`src/rtl/ptick_pkg.sv`:
```
package ptick_pkg;
    localparam int unsigned CODE_W = 4;
    localparam int unsigned CNT_W  = 14;

    typedef struct packed {
        logic [CODE_W-1:0] act;
        logic [CNT_W-1:0]  cnt;
        logic              sqw;
        logic              tick;
        logic              req;
    } ptick_state_t;
endpackage

```
`src/rtl/ptick_rate_map.sv`:
```
module ptick_rate_map #(
    parameter int unsigned CODE_W = 4,
    parameter int unsigned CNT_W  = 14,
    parameter int unsigned EXP_C1 = 7,
    parameter int unsigned EXP_C2 = 8
) (
    input  logic [CODE_W-1:0] code,
    output logic              on,
    output logic [CNT_W-1:0]  last_cnt,
    output logic [CNT_W-1:0]  half_bit
);
    localparam logic [CNT_W-1:0] ALL_ONES = {CNT_W{1'b1}};

    int unsigned expo;

    always_comb begin
        if (code == CODE_W'(1))      expo = EXP_C1;
        else if (code == CODE_W'(2)) expo = EXP_C2;
        else if (code == '0)         expo = 1;
        else                         expo = 32'(code) - 1;
        if (expo > CNT_W) expo = CNT_W;
        on       = (code != '0);
        last_cnt = ALL_ONES >> (CNT_W - expo);
        half_bit = CNT_W'(1) << (expo - 1);
    end
endmodule

```
`src/rtl/ptick_core.sv`:
```
module ptick_core
    import ptick_pkg::*;
(
    input  logic              clk,
    input  logic              rst_n,
    input  logic              base_tick,
    input  logic [CODE_W-1:0] rate_sel,
    input  logic              sq_enable,
    input  logic              pi_enable,
    input  logic              div_hold,
    input  logic              map_on,
    input  logic [CNT_W-1:0]  map_last,
    input  logic [CNT_W-1:0]  map_half,
    output logic [CODE_W-1:0] act_code,
    output logic              sq_wave,
    output logic              per_tick,
    output logic              per_req
);
    ptick_state_t st_d, st_q;

    always_comb begin
        st_d      = st_q;
        st_d.tick = 1'b0;
        st_d.req  = 1'b0;
        // wave level follows the state of the previous cycle
        st_d.sqw  = !div_hold && sq_enable && map_on && (|(st_q.cnt & map_half));
        if (div_hold) begin
            st_d.act = rate_sel;
            st_d.cnt = '0;
        end else if (base_tick) begin
            if (!map_on) begin
                st_d.act = rate_sel;
                st_d.cnt = '0;
            end else if (st_q.cnt == map_last) begin
                st_d.cnt  = '0;
                st_d.act  = rate_sel;
                st_d.tick = 1'b1;
                st_d.req  = pi_enable;
            end else begin
                st_d.cnt = st_q.cnt + 1'b1;
            end
        end
    end

    always_ff @(posedge clk or negedge rst_n) begin
        if (!rst_n) st_q <= '0;
        else        st_q <= st_d;
    end

    assign act_code = st_q.act;
    assign sq_wave  = st_q.sqw;
    assign per_tick = st_q.tick;
    assign per_req  = st_q.req;
endmodule

```
`src/rtl/ptick_gen.sv`:
```
module ptick_gen
    import ptick_pkg::*;
#(
    parameter int unsigned EXP_C1 = 7,
    parameter int unsigned EXP_C2 = 8
) (
    input  logic              clk,
    input  logic              rst_n,
    input  logic              base_tick,
    input  logic [CODE_W-1:0] rate_sel,
    input  logic              sq_enable,
    input  logic              pi_enable,
    input  logic              div_hold,
    output logic              sq_wave,
    output logic              per_tick,
    output logic              per_req
);
    logic [CODE_W-1:0] act_code;
    logic              map_on;
    logic [CNT_W-1:0]  map_last;
    logic [CNT_W-1:0]  map_half;

    ptick_rate_map #(
        .CODE_W(CODE_W), .CNT_W(CNT_W), .EXP_C1(EXP_C1), .EXP_C2(EXP_C2)
    ) map_i (
        .code(act_code), .on(map_on), .last_cnt(map_last), .half_bit(map_half)
    );

    ptick_core core_i (
        .clk(clk), .rst_n(rst_n), .base_tick(base_tick), .rate_sel(rate_sel),
        .sq_enable(sq_enable), .pi_enable(pi_enable), .div_hold(div_hold),
        .map_on(map_on), .map_last(map_last), .map_half(map_half),
        .act_code(act_code), .sq_wave(sq_wave), .per_tick(per_tick), .per_req(per_req)
    );
endmodule

```
`config.mk`:
```
export PLATFORM = sky130hd
export DESIGN_NAME = ptick_gen
export DESIGN_NICKNAME = d
export VERILOG_FILES = /design/src/rtl/ptick_pkg.sv /design/src/rtl/ptick_rate_map.sv /design/src/rtl/ptick_core.sv /design/src/rtl/ptick_gen.sv
export SDC_FILE = /design/constraint.sdc
export NUM_CORES = 1
export LEC_CHECK = 0
export BUFFER_PORTS_ARGS = -buffer_cell sky130_fd_sc_hd__buf_2
export CORE_ASPECT_RATIO = 0.9
export CORE_MARGIN = 5
export CORE_UTILIZATION = 50
export CTS_CLUSTER_SIZE = 8
export DETAILED_ROUTE_END_ITERATION = 8
export GPL_TIMING_DRIVEN = 0
export PLACE_DENSITY = 0.75
export SLEW_MARGIN = 10
export SYNTH_ARGS = -nofsm -noshare
export SYNTH_HDL_FRONTEND = slang
export SYNTH_SLANG_ARGS = --single-unit
```
`constraint.sdc`:
```
create_clock -name clk -period 5.6 [get_ports clk]
set_clock_uncertainty 0.1 [all_clocks]
set_input_delay 0.28 -clock clk [delete_from_list [all_inputs] [get_ports clk]]
set_output_delay 0.28 -clock clk [all_outputs]
set_load 0.01 [all_outputs]
```
==> results of run 1 <==
[power by group through the flow]
stage / Combinational [uW] / Sequential (uW) / Clock (uW)
3_5_place_dp: 647 / 191 / 0
5_1_grt: 733 / 191 / 114
2_1_floorplan: 512 / 188 / 0
4_1_cts: 652 / 189 / 106
3_3_place_gp: 635 / 191 / 0
6_report: 657 / 189 / 104
[cell families (layout without fill, tap and decap cells)]
logic type | after synthesis | after routing
xor gates and xnor gates | 15 | 15
buffers and inverters | 27 | 44
and+or+nand+nor | 103 | 103
DFF | 21 | 21
AOI/OAI and AO/OA | 53 | 53
other | 2 | 24
muxes | 10 | 10
adders and majority gates | 20 | 20
[worst max path at each step]
stage                                        start                             end  slack (ns)  cells after the start
finish              core_i.act_code[2]$_DFFE_PN0P_  core_i.act_code[3]$_DFFE_PN0P_        0.45                     21
global route        core_i.act_code[2]$_DFFE_PN0P_  core_i.act_code[3]$_DFFE_PN0P_        0.09                     21
CTS                 core_i.act_code[2]$_DFFE_PN0P_  core_i.act_code[3]$_DFFE_PN0P_        0.32                     20
detailed placement  core_i.act_code[2]$_DFFE_PN0P_  core_i.act_code[3]$_DFFE_PN0P_        0.36                     20
global placement    core_i.act_code[2]$_DFFE_PN0P_  core_i.act_code[3]$_DFFE_PN0P_        0.41                     20
floorplan           core_i.act_code[2]$_DFFE_PN0P_  core_i.act_code[3]$_DFFE_PN0P_        0.95                     20
[layer usage]
layer  vias up  track usage, %  wire length (um)
met5         -               0                 0
met4         0           4.272                59
met3         9           3.392               408
met2        80           29.69              2098
met1       847           25.87              2202
li1        971               -                 -
[registers in the layout, indices dropped and copies added, names as in the netlist]
| name | flops |
|---|---|
| core_i.sq_wave | 1 |
| core_i.per_req | 1 |
| core_i.per_tick | 1 |
| core_i.act_code | 4 |
| core_i.st_q | 14 |
[layout by cell type (no fill, tap or decap), types with 3 or more instances in the layout]
cell,instances
nor2_1,31
conb_1,24
dfrtp_1,21
ha_1,20
nand3_1,18
buf_2,17
nand2_1,17
inv_1,10
a21oi_1,10
xnor2_1,10
o21ai_0,8
clkbuf_1,6
o22ai_1,6
xor2_1,5
nor3_1,5
nand4_1,4
mux2i_1,4
a31oi_1,4
buf_6,3
mux2_2,3
nand3b_1,3
and4b_1,3
nor4bb_1,3
clkbuf_8,3
[stage by stage]
stage	power, uW	util [%]	hold slack, ns
after floorplan	700.7	-	-0.1156
after global placement	826.3	56.74	0.1511
after detailed placement	838.9	56.74	0.1594
after CTS	946.8	58.18	0.1049
after global routing	1038	58.21	0.1063
final	950.2	58.21	0.1050
[final cells by class]
cell class              count  area share (%)
flip-flops and latches     21           22.01
multi-input cells         225           64.83
clock inverters             1          0.3145
repair buffers             13           2.935
inverters                  10           1.572
clock buffers               3           1.730
well taps                  48           2.516
plain buffers              17           4.088
[what timing repair did]
item,in CTS,in global routing
endpoints found under the hold margin,21,0
hold buffers,1,0
endpoints found under the setup margin,0,1
resized for setup,0,2
==> key figures, run 1 <==
Power
  – Comb power frac: 69.2%
  – Pwr Density: 398.0 nW/um2
  – Register share of total power: 19.9%
  – Leakage: 0.001018 uW
  – Maximum vdd drop: 0.2750 mV
  – P_int: 478.0 uW
  – Switching part of the total power: 49.70%
  – Psw: 472.2 uW
  – Clock power share: 10.9%

Synthesis
  – Post-synth top area cell: dfrtp_1
  – Ys flop type: dfrtp_1
  – Synth Warn #: 0
  – Compound-Gate Fraction of Synth Area: 18.49%
  – Synth Area in Simple Gates: 26.56%
  – Seq cells post-synth: 21
  – Xor/xnor cell area share of the yosys netlist: 6.184%
  – Largest family of logic cells by synthesized area: simple AND/OR/NAND/NOR gates
  – Count leader, synth: nor2_1
  – Area contributors post-synth: dfrtp_1 (25%), ha_1 (12%), nor2_1 (5.5%), nand3_1 (4.2%), xnor2_1 (4.1%)
  – Post-synthesis sequential area ratio: 24.73%
  – Mux share of post-synthesis cell area: 5.595%
  – Post-synth cell types: 60
  – Mapped cell area: 2125 um2
  – Async set-or-reset flop fraction in the synthesized netlist: 100.0%
  – Post-synth top cells: nor2_1 (31), dfrtp_1 (21), ha_1 (20)
  – Post-synth EDFFs: 0
  – Area share of the largest cell type after synthesis: 24.73%
  – Area share of fa/ha/maj cells after synthesis: 11.78%
  – Syn Area/Cell: 8.464 um2
  – Post-synthesis cell count: 251

Floorplanning
  – # IOs: 13
  – Die Footprint: 5655 um2
  – Core area: 4101 um2
  – Die W: 78.71 um
  – Die Ht: 71.84 um
  – Row cnt: 22
  – Initial core utilization: 51.80%

Critical path
  – Worst-path fanout max: 10
  – Reg-to-reg slack, setup: 0.45 ns
  – Required @ worst endpoint: 5.66 ns
  – R2R cell count: 21
  – Critical path class: reg -> reg
  – R2r startpoint: core_i.act_code[2]$_DFFE_PN0P_
  – Slowest-stage cell, CP: or4_1
  – Startpoint Class: register
  – Worst Path Arrival: 5.21 ns
  – Crit. End Element: register
  – Buf/Inv on CP: 7
  – Cell mode on critical path: buf_2
  – RR Endpoint: core_i.act_code[3]$_DFFE_PN0P_
  – Cells along the critical path: buf_4 -> nor3b_2 -> or2_1 -> buf_2 -> inv_1 -> buf_2 -> ha_1 -> nand3_1 -> nor2_1 -> ha_1 -> nor4b_2 -> nand4_1 -> clkbuf_2 -> o211ai_1 -> o2111ai_1 -> or4_1 -> or4_1 -> buf_2 -> a21oi_4 -> buf_6 -> mux2_1
  – Top delay family on crit path: simple AND/OR/NAND/NOR gates
  – CP max stage delay: 0.49 ns

Clock tree
  – Number of buffers created by CTS: 3
  – Worst-skew pair later-pin latency: 0.27 ns
  – CTS Sinks: 21
  – Post-CTS setup buffers: 0
  – CTS max path bufs: 2
  – H-tree levels: 1
  – CTS root buf: clkbuf_8
  – Clock slew at reported path FFs: 0.08 ns
  – CTS tree: built

Placement
  – Placed cell count: 333
  – Port Buffers: 12
  – Placed cell areas: 2327 um2
  – Post-DP HPWL: 3696 um
  – Dpl ws: 0.3564 ns
  – Final Wtd Congestion: 0.9476

Finish
  – Register area: 525.5 um2
  – Fraction of layout cells with a size suffix above 1: 13.10%
  – Post-Layout Inst Area: 2387 um2
  – Non-Filler Instances: 338
  – Layout net count: 321
  – Multi-input gate area: 1548 um2
  – Area grow syn2layout: 12.37%
  – Filler cells: 388
  – Diode count: 0

Worst hold path
  – Hold WC Path Type: in -> reg
  – Hold path start: pi_enable
  – Hold path depth: 2
  – Worst Hold Path EP: core_i.per_req$_DFF_PN0_

Timing
  – Tcrit/Tclk final: 91.96%
  – RSZ-0062 raised after global routing: no
  – Setup Viol. Count Final: 0
  – TNS Setup: 0 ns
  – Fmax: 0.1942 GHz
  – Hold Violations, Final: 0
  – Period minus WS final: 5.150 ns
  – Slew @ Worst Pin: 0.9991 ns
  – Crit path setup slack, layout: 0.4504 ns
  – Max Slew Vio Count: 0
  – Rel. slew slack: 33.39%

Status
  – Outcome: complete, no violations

Detailed routing
  – Total wire length: 4769 um
  – DR pass1 iterations: 4
  – Routed via count: 1907
  – Initial DRC Count: 114
  – Average wire per standard cell: 14.11 um
  – Via density per instance: 5.642
  – DRT antenna net count: 0
  – DRC viols: 0

Global route
  – Largest net degree at the start of global routing: 22
  – First-pass GRT wire length: 8452 um
  – Vias in the first global route: 1777
  – Initial antenna violation count: 0
  – Total GRT Usage: 18.51%
  – Grt ovf: 0

Flow run
  – Max cap viols: 0
(Power assumes the default switching activity.)
==> inputs of run 2 (changes only) <==
- clock period: 5.6 -> 4.79 ns (I/O delays scaled with it)
==> key figures, run 2 (same netlist as run 1, synthesis figures left out) <==
Clock tree
  – CTS max path bufs: 2
  – Worst-skew pair later-pin latency: 0.27 ns
  – CTS tree: built
  – Clock slew at reported path FFs: 0.08 ns
  – H-tree levels: 1
  – Number of buffers created by CTS: 3
  – CTS root buf: clkbuf_8
  – CTS Sinks: 21

Power
  – Leakage: 0.001094 uW
  – Pwr Density: 484.2 nW/um2
  – Pwr Total: 1237 uW
  – Clock power share: 9.8%
  – Psw: 589.4 uW
  – Switching part of the total power: 47.66%
  – P_int: 647.2 uW
  – Comb power frac: 72.1%
  – Maximum vdd drop: 0.3425 mV
  – Register share of total power: 18.1%

Finish
  – Most frequent cells in the layout: nor2_1 (30), conb_1 (24), dfrtp_1 (20)
  – Diode count: 0
  – Final core utilization: 62.26%
  – Register area: 526.8 um2
  – Commonest non-fill, non-tap cell in the layout: nor2_1
  – Max FFs per register: 14
  – Non-Filler Instances: 349
  – Filler cells: 365
  – Register with the most flip-flops: core_i.st_q
  – Fraction of layout cells with a size suffix above 1: 18.94%
  – Area grow syn2layout: 20.20%
  – Multi-input gate area: 1600 um2
  – Layout net count: 332

Global route
  – Initial antenna violation count: 0
  – Largest net degree at the start of global routing: 22
  – Total GRT Usage: 18.83%
  – First-pass GRT wire length: 8611 um
  – Vias in the first global route: 1819
  – Grt ovf: 0

Timing
  – Max Slew Vio Count: 0
  – Rel. slew slack: 36.15%
  – Slew @ Worst Pin: 0.9578 ns
  – Fmax: 0.2186 GHz
  – Hold Violations, Final: 0
  – TNS Setup: 0 ns
  – Setup Viol. Count Final: 0
  – Period minus WS final: 4.574 ns
  – Tcrit/Tclk final: 95.50%
  – Hold_ws: 0.06404 ns

Worst hold path
  – Hold WC Path Type: in -> reg

Floorplanning
  – Die W: 78.71 um
  – Row cnt: 22
  – Initial core utilization: 51.80%
  – Die Footprint: 5655 um2
  – Die Ht: 71.84 um
  – Core area: 4101 um2
  – # IOs: 13

Flow run
  – Max cap viols: 0

Placement
  – Final Wtd Congestion: 0.9476
  – Port Buffers: 12
  – Post-DP HPWL: 3696 um
  – Placed cell count: 333

Detailed routing
  – DRT antenna net count: 0
  – DRC viols: 0
  – DR pass1 iterations: 4
  – Routed via count: 1985
  – Via density per instance: 5.688
  – Total wire length: 4895 um
  – Initial DRC Count: 155
  – Average wire per standard cell: 14.03 um

Critical path
  – Crit. End Element: register
  – Worst Path Arrival: 4.64 ns
  – Slowest-stage cell, CP: or4_4
  – Startpoint Class: register
  – Cells along the critical path: buf_6 -> o21a_1 -> or2_4 -> inv_1 -> buf_6 -> ha_4 -> nand3_2 -> nor2_1 -> ha_1 -> buf_4 -> buf_4 -> nand4_1 -> xnor2_1 -> o32ai_1 -> o2111ai_1 -> or4_1 -> or4_4 -> a21oi_4 -> buf_6 -> mux2_2
  – CP max stage delay: 0.59 ns
  – Critical path class: reg -> reg
  – Required @ worst endpoint: 4.86 ns
  – Cell mode on critical path: buf_6
  – Worst-path fanout max: 10

Status
  – Outcome: complete, no violations
## run 2: repair_timing
| item | in CTS | in global routing |
|---|---|---|
| hold endpoints to repair | 21 | 0 |
| buffers inserted | 4 | 9 |
| pin swaps | 3 | 11 |
| endpoints found under the setup margin | 16 | 13 |
| gates resized for setup | 12 | 10 |
| hold buffers | 1 | 0 |
## run 2: final cells by class
class	count	area share, %
Buffer	15	4.263
Sequential cell	21	20.63
Multi-Input combinational cell	225	62.67
Clock inverter	1	0.2940
Tap cell	48	2.352
Clock buffer	3	1.617
Timing Repair Buffer	26	6.712
Inverter	10	1.470
## run 2: through the flow
step	cell area, um2	setup slack, ns
5_1_grt	2554	-0.009635
2_1_floorplan	2207	0.1412
3_3_place_gp	2327	-0.4007
4_1_cts	2466	0.002859
6_report	2554	0.2156
3_5_place_dp	2327	-0.4536
## run 2: metal layers
metal  up-vias  wire [um]  track usage (%)
li1        996          -                -
met1       898       2139            25.87
met2        81       2236            30.82
met3        10        443            3.392
met4         0         75            4.272
met5         -          0                0
## run 2: final timing paths
path,start,endpoint,slack (ns),cells past startpoint
setup / recovery,core_i.act_code[2]$_DFFE_PN0P_,core_i.act_code[0]$_DFFE_PN0P_,0.22,20
hold / removal,pi_enable,core_i.per_req$_DFF_PN0_,0.06,2
setup reg to reg,core_i.act_code[2]$_DFFE_PN0P_,core_i.act_code[0]$_DFFE_PN0P_,0.22,20
hold reg to reg,core_i.st_q[4]$_DFFE_PN0P_,core_i.st_q[4]$_DFFE_PN0P_,0.52,2
max in group asynchronous,rst_n,core_i.act_code[3]$_DFFE_PN0P_,3.90,2
min in group asynchronous,rst_n,core_i.st_q[8]$_DFFE_PN0P_,0.35,2
## run 2: worst max-delay path: cells and delay by family (launching register included)
family / cells / cell delay (ns)
AND/OR/NAND/NOR: 6 / 1.66
buffers and inverters: 6 / 0.76
AO/OA/AOI/OAI: 4 / 0.75
adder cells (fa/ha/maj): 2 / 0.42
flip-flops: 1 / 0.39
multiplexers: 1 / 0.32
XOR/XNOR: 1 / 0.07
## run 2: power by group through the flow
stage	Combinational [uW]	Clock (uW)	Sequential (uW)
3_5_place_dp	757	0	224
5_1_grt	979	133	227
3_3_place_gp	742	0	224
4_1_cts	821	124	222
2_1_floorplan	599	0	220
6_report	891	122	224
==> inputs of run 3 (changes only) <==
- CORE_MARGIN: 5 -> 2
==> key figures, run 3 (same netlist as run 1, synthesis figures left out) <==
Clock tree
  – CTS tree: built
  – H-tree levels: 1
  – Clock slew at reported path FFs: 0.08 ns
  – CTS root buf: clkbuf_8
  – Worst-skew pair later-pin latency: 0.26 ns
  – CTS max path bufs: 2
  – CTS Sinks: 21
  – Number of buffers created by CTS: 3

Timing
  – Crit path setup slack, layout: 0.1235 ns
  – Period minus WS final: 4.667 ns
  – Slew @ Worst Pin: 0.9829 ns
  – Max Slew Vio Count: 0
  – RSZ-0062 raised after global routing: yes
  – Hold Violations, Final: 0
  – Setup Viol. Count Final: 0
  – Hold_ws: 0.08296 ns
  – Tcrit/Tclk final: 97.42%
  – Fmax: 0.2143 GHz
  – Rel. slew slack: 34.47%
  – TNS Setup: 0 ns

Detailed routing
  – M1 WL: 2426 um
  – Total wire length: 5150 um
  – DR pass1 iterations: 4
  – Via density per instance: 5.692
  – Average wire per standard cell: 14.43 um
  – Initial DRC Count: 166
  – DRT antenna net count: 0
  – Highest metal used: met4
  – Met2 wire length: 2371 um
  – DRC viols: 0
  – Met3 WL: 320 um
  – Routed via count: 2032

Critical path
  – Worst Path Arrival: 4.72 ns
  – Slowest-stage cell, CP: or4_4
  – Buf/Inv on CP: 7
  – Critical path class: reg -> reg
  – CP max stage delay: 0.54 ns
  – Top delay family on crit path: simple AND/OR/NAND/NOR gates
  – Startpoint Class: register
  – Required @ worst endpoint: 4.84 ns
  – Cell mode on critical path: buf_6
  – Cells along the critical path: buf_6 -> nor3b_4 -> or2_1 -> buf_6 -> inv_2 -> buf_6 -> ha_4 -> nand3_4 -> nor2_2 -> ha_1 -> nor4b_4 -> nand4_1 -> buf_6 -> o211ai_1 -> o2111ai_1 -> or4_1 -> or4_4 -> buf_6 -> a21oi_4 -> buf_6 -> mux2_4
  – R2R cell count: 21
  – Reg-to-reg slack, setup: 0.12 ns
  – Crit. End Element: register
  – Worst-path fanout max: 8
  – WP depth: 21

Power
  – Leakage: 0.001149 uW
  – Pwr Total: 1328 uW
  – Maximum vdd drop: 0.3479 mV
  – Pwr Density: 494.9 nW/um2

Floorplanning
  – Die Ht: 65.84 um
  – Core area: 4074 um2
  – # IOs: 13
  – Die Footprint: 4787 um2
  – Initial core utilization: 52.15%
  – Die W: 72.71 um
  – Row cnt: 22

Finish
  – Max FFs per register: 14
  – Commonest non-fill, non-tap cell in the layout: nor2_1
  – Area grow syn2layout: 26.32%
  – Final core utilization: 65.88%
  – Fraction of layout cells with a size suffix above 1: 23.62%
  – Diode count: 0
  – Register with the most flip-flops: core_i.st_q
  – Most frequent cells in the layout: nor2_1 (28), conb_1 (24), dfrtp_1 (20)
  – Layout net count: 340

Global route
  – Total GRT Usage: 21.25%
  – Largest net degree at the start of global routing: 22
  – First-pass GRT wire length: 8114 um
  – Initial antenna violation count: 0
  – Grt ovf: 0
  – Vias in the first global route: 1751

Worst hold path
  – Hold path depth: 2
  – Hold WC Path Type: in -> reg

Flow run
  – Max cap viols: 0

Placement
  – Post-DP HPWL: 3489 um
  – Dpl ws: -0.4267 ns
  – Final Wtd Congestion: 0.9248
  – Port Buffers: 12

Status
  – Outcome: complete, no violations
-- run 3: timing repair --
item	CTS	global route
endpoints found under the hold margin	21	0
setup endpoints to repair	16	13
hold buffers	1	0
pin swaps	4	10
gates resized for setup	8	30
setup buffers	4	15
-- run 3: layout make-up --
type,count,area [um2]
Clock buffer,3,41.29
Multi-Input combinational cell,225,1668
Clock inverter,1,5.005
Buffer,17,128.9
Fill cell,322,1390
Timing Repair Buffer,32,216.5
Inverter,10,37.54
Sequential cell,21,526.8
Tap cell,48,60.06
-- run 3: through the flow --
step | cell area (um2) | std cells
after floorplan | 2207 | 273
after global placement | 2327 | 333
after detailed placement | 2327 | 333
after CTS | 2445 | 342
after global routing | 2684 | 357
final | 2684 | 357
-- run 3: report_power, final --
group          switching [uW]  leakage (uW)  internal, uW
combinational             537      0.000842           451
sequential               24.9      0.000282           199
clock                    58.0     0.0000255          57.9
total                     620       0.00115           708
-- run 3: worst paths after layout --
kind | start | end
max | core_i.act_code[2]$_DFFE_PN0P_ | core_i.act_code[0]$_DFFE_PN0P_
min | pi_enable | core_i.per_req$_DFF_PN0_
max reg2reg | core_i.act_code[2]$_DFFE_PN0P_ | core_i.act_code[0]$_DFFE_PN0P_
min reg2reg | core_i.st_q[4]$_DFFE_PN0P_ | core_i.st_q[4]$_DFFE_PN0P_
max in group asynchronous | rst_n | core_i.act_code[3]$_DFFE_PN0P_
min in group asynchronous | rst_n | core_i.st_q[14]$_DFFE_PN0P_
-- run 3: routing by layer --
metal | track usage [%] | vias to the layer above
li1 | - | 1012
met1 | 32.60 | 942
met2 | 32.27 | 72
met3 | 3.506 | 6
met4 | 2.083 | 0
met5 | 0 | -
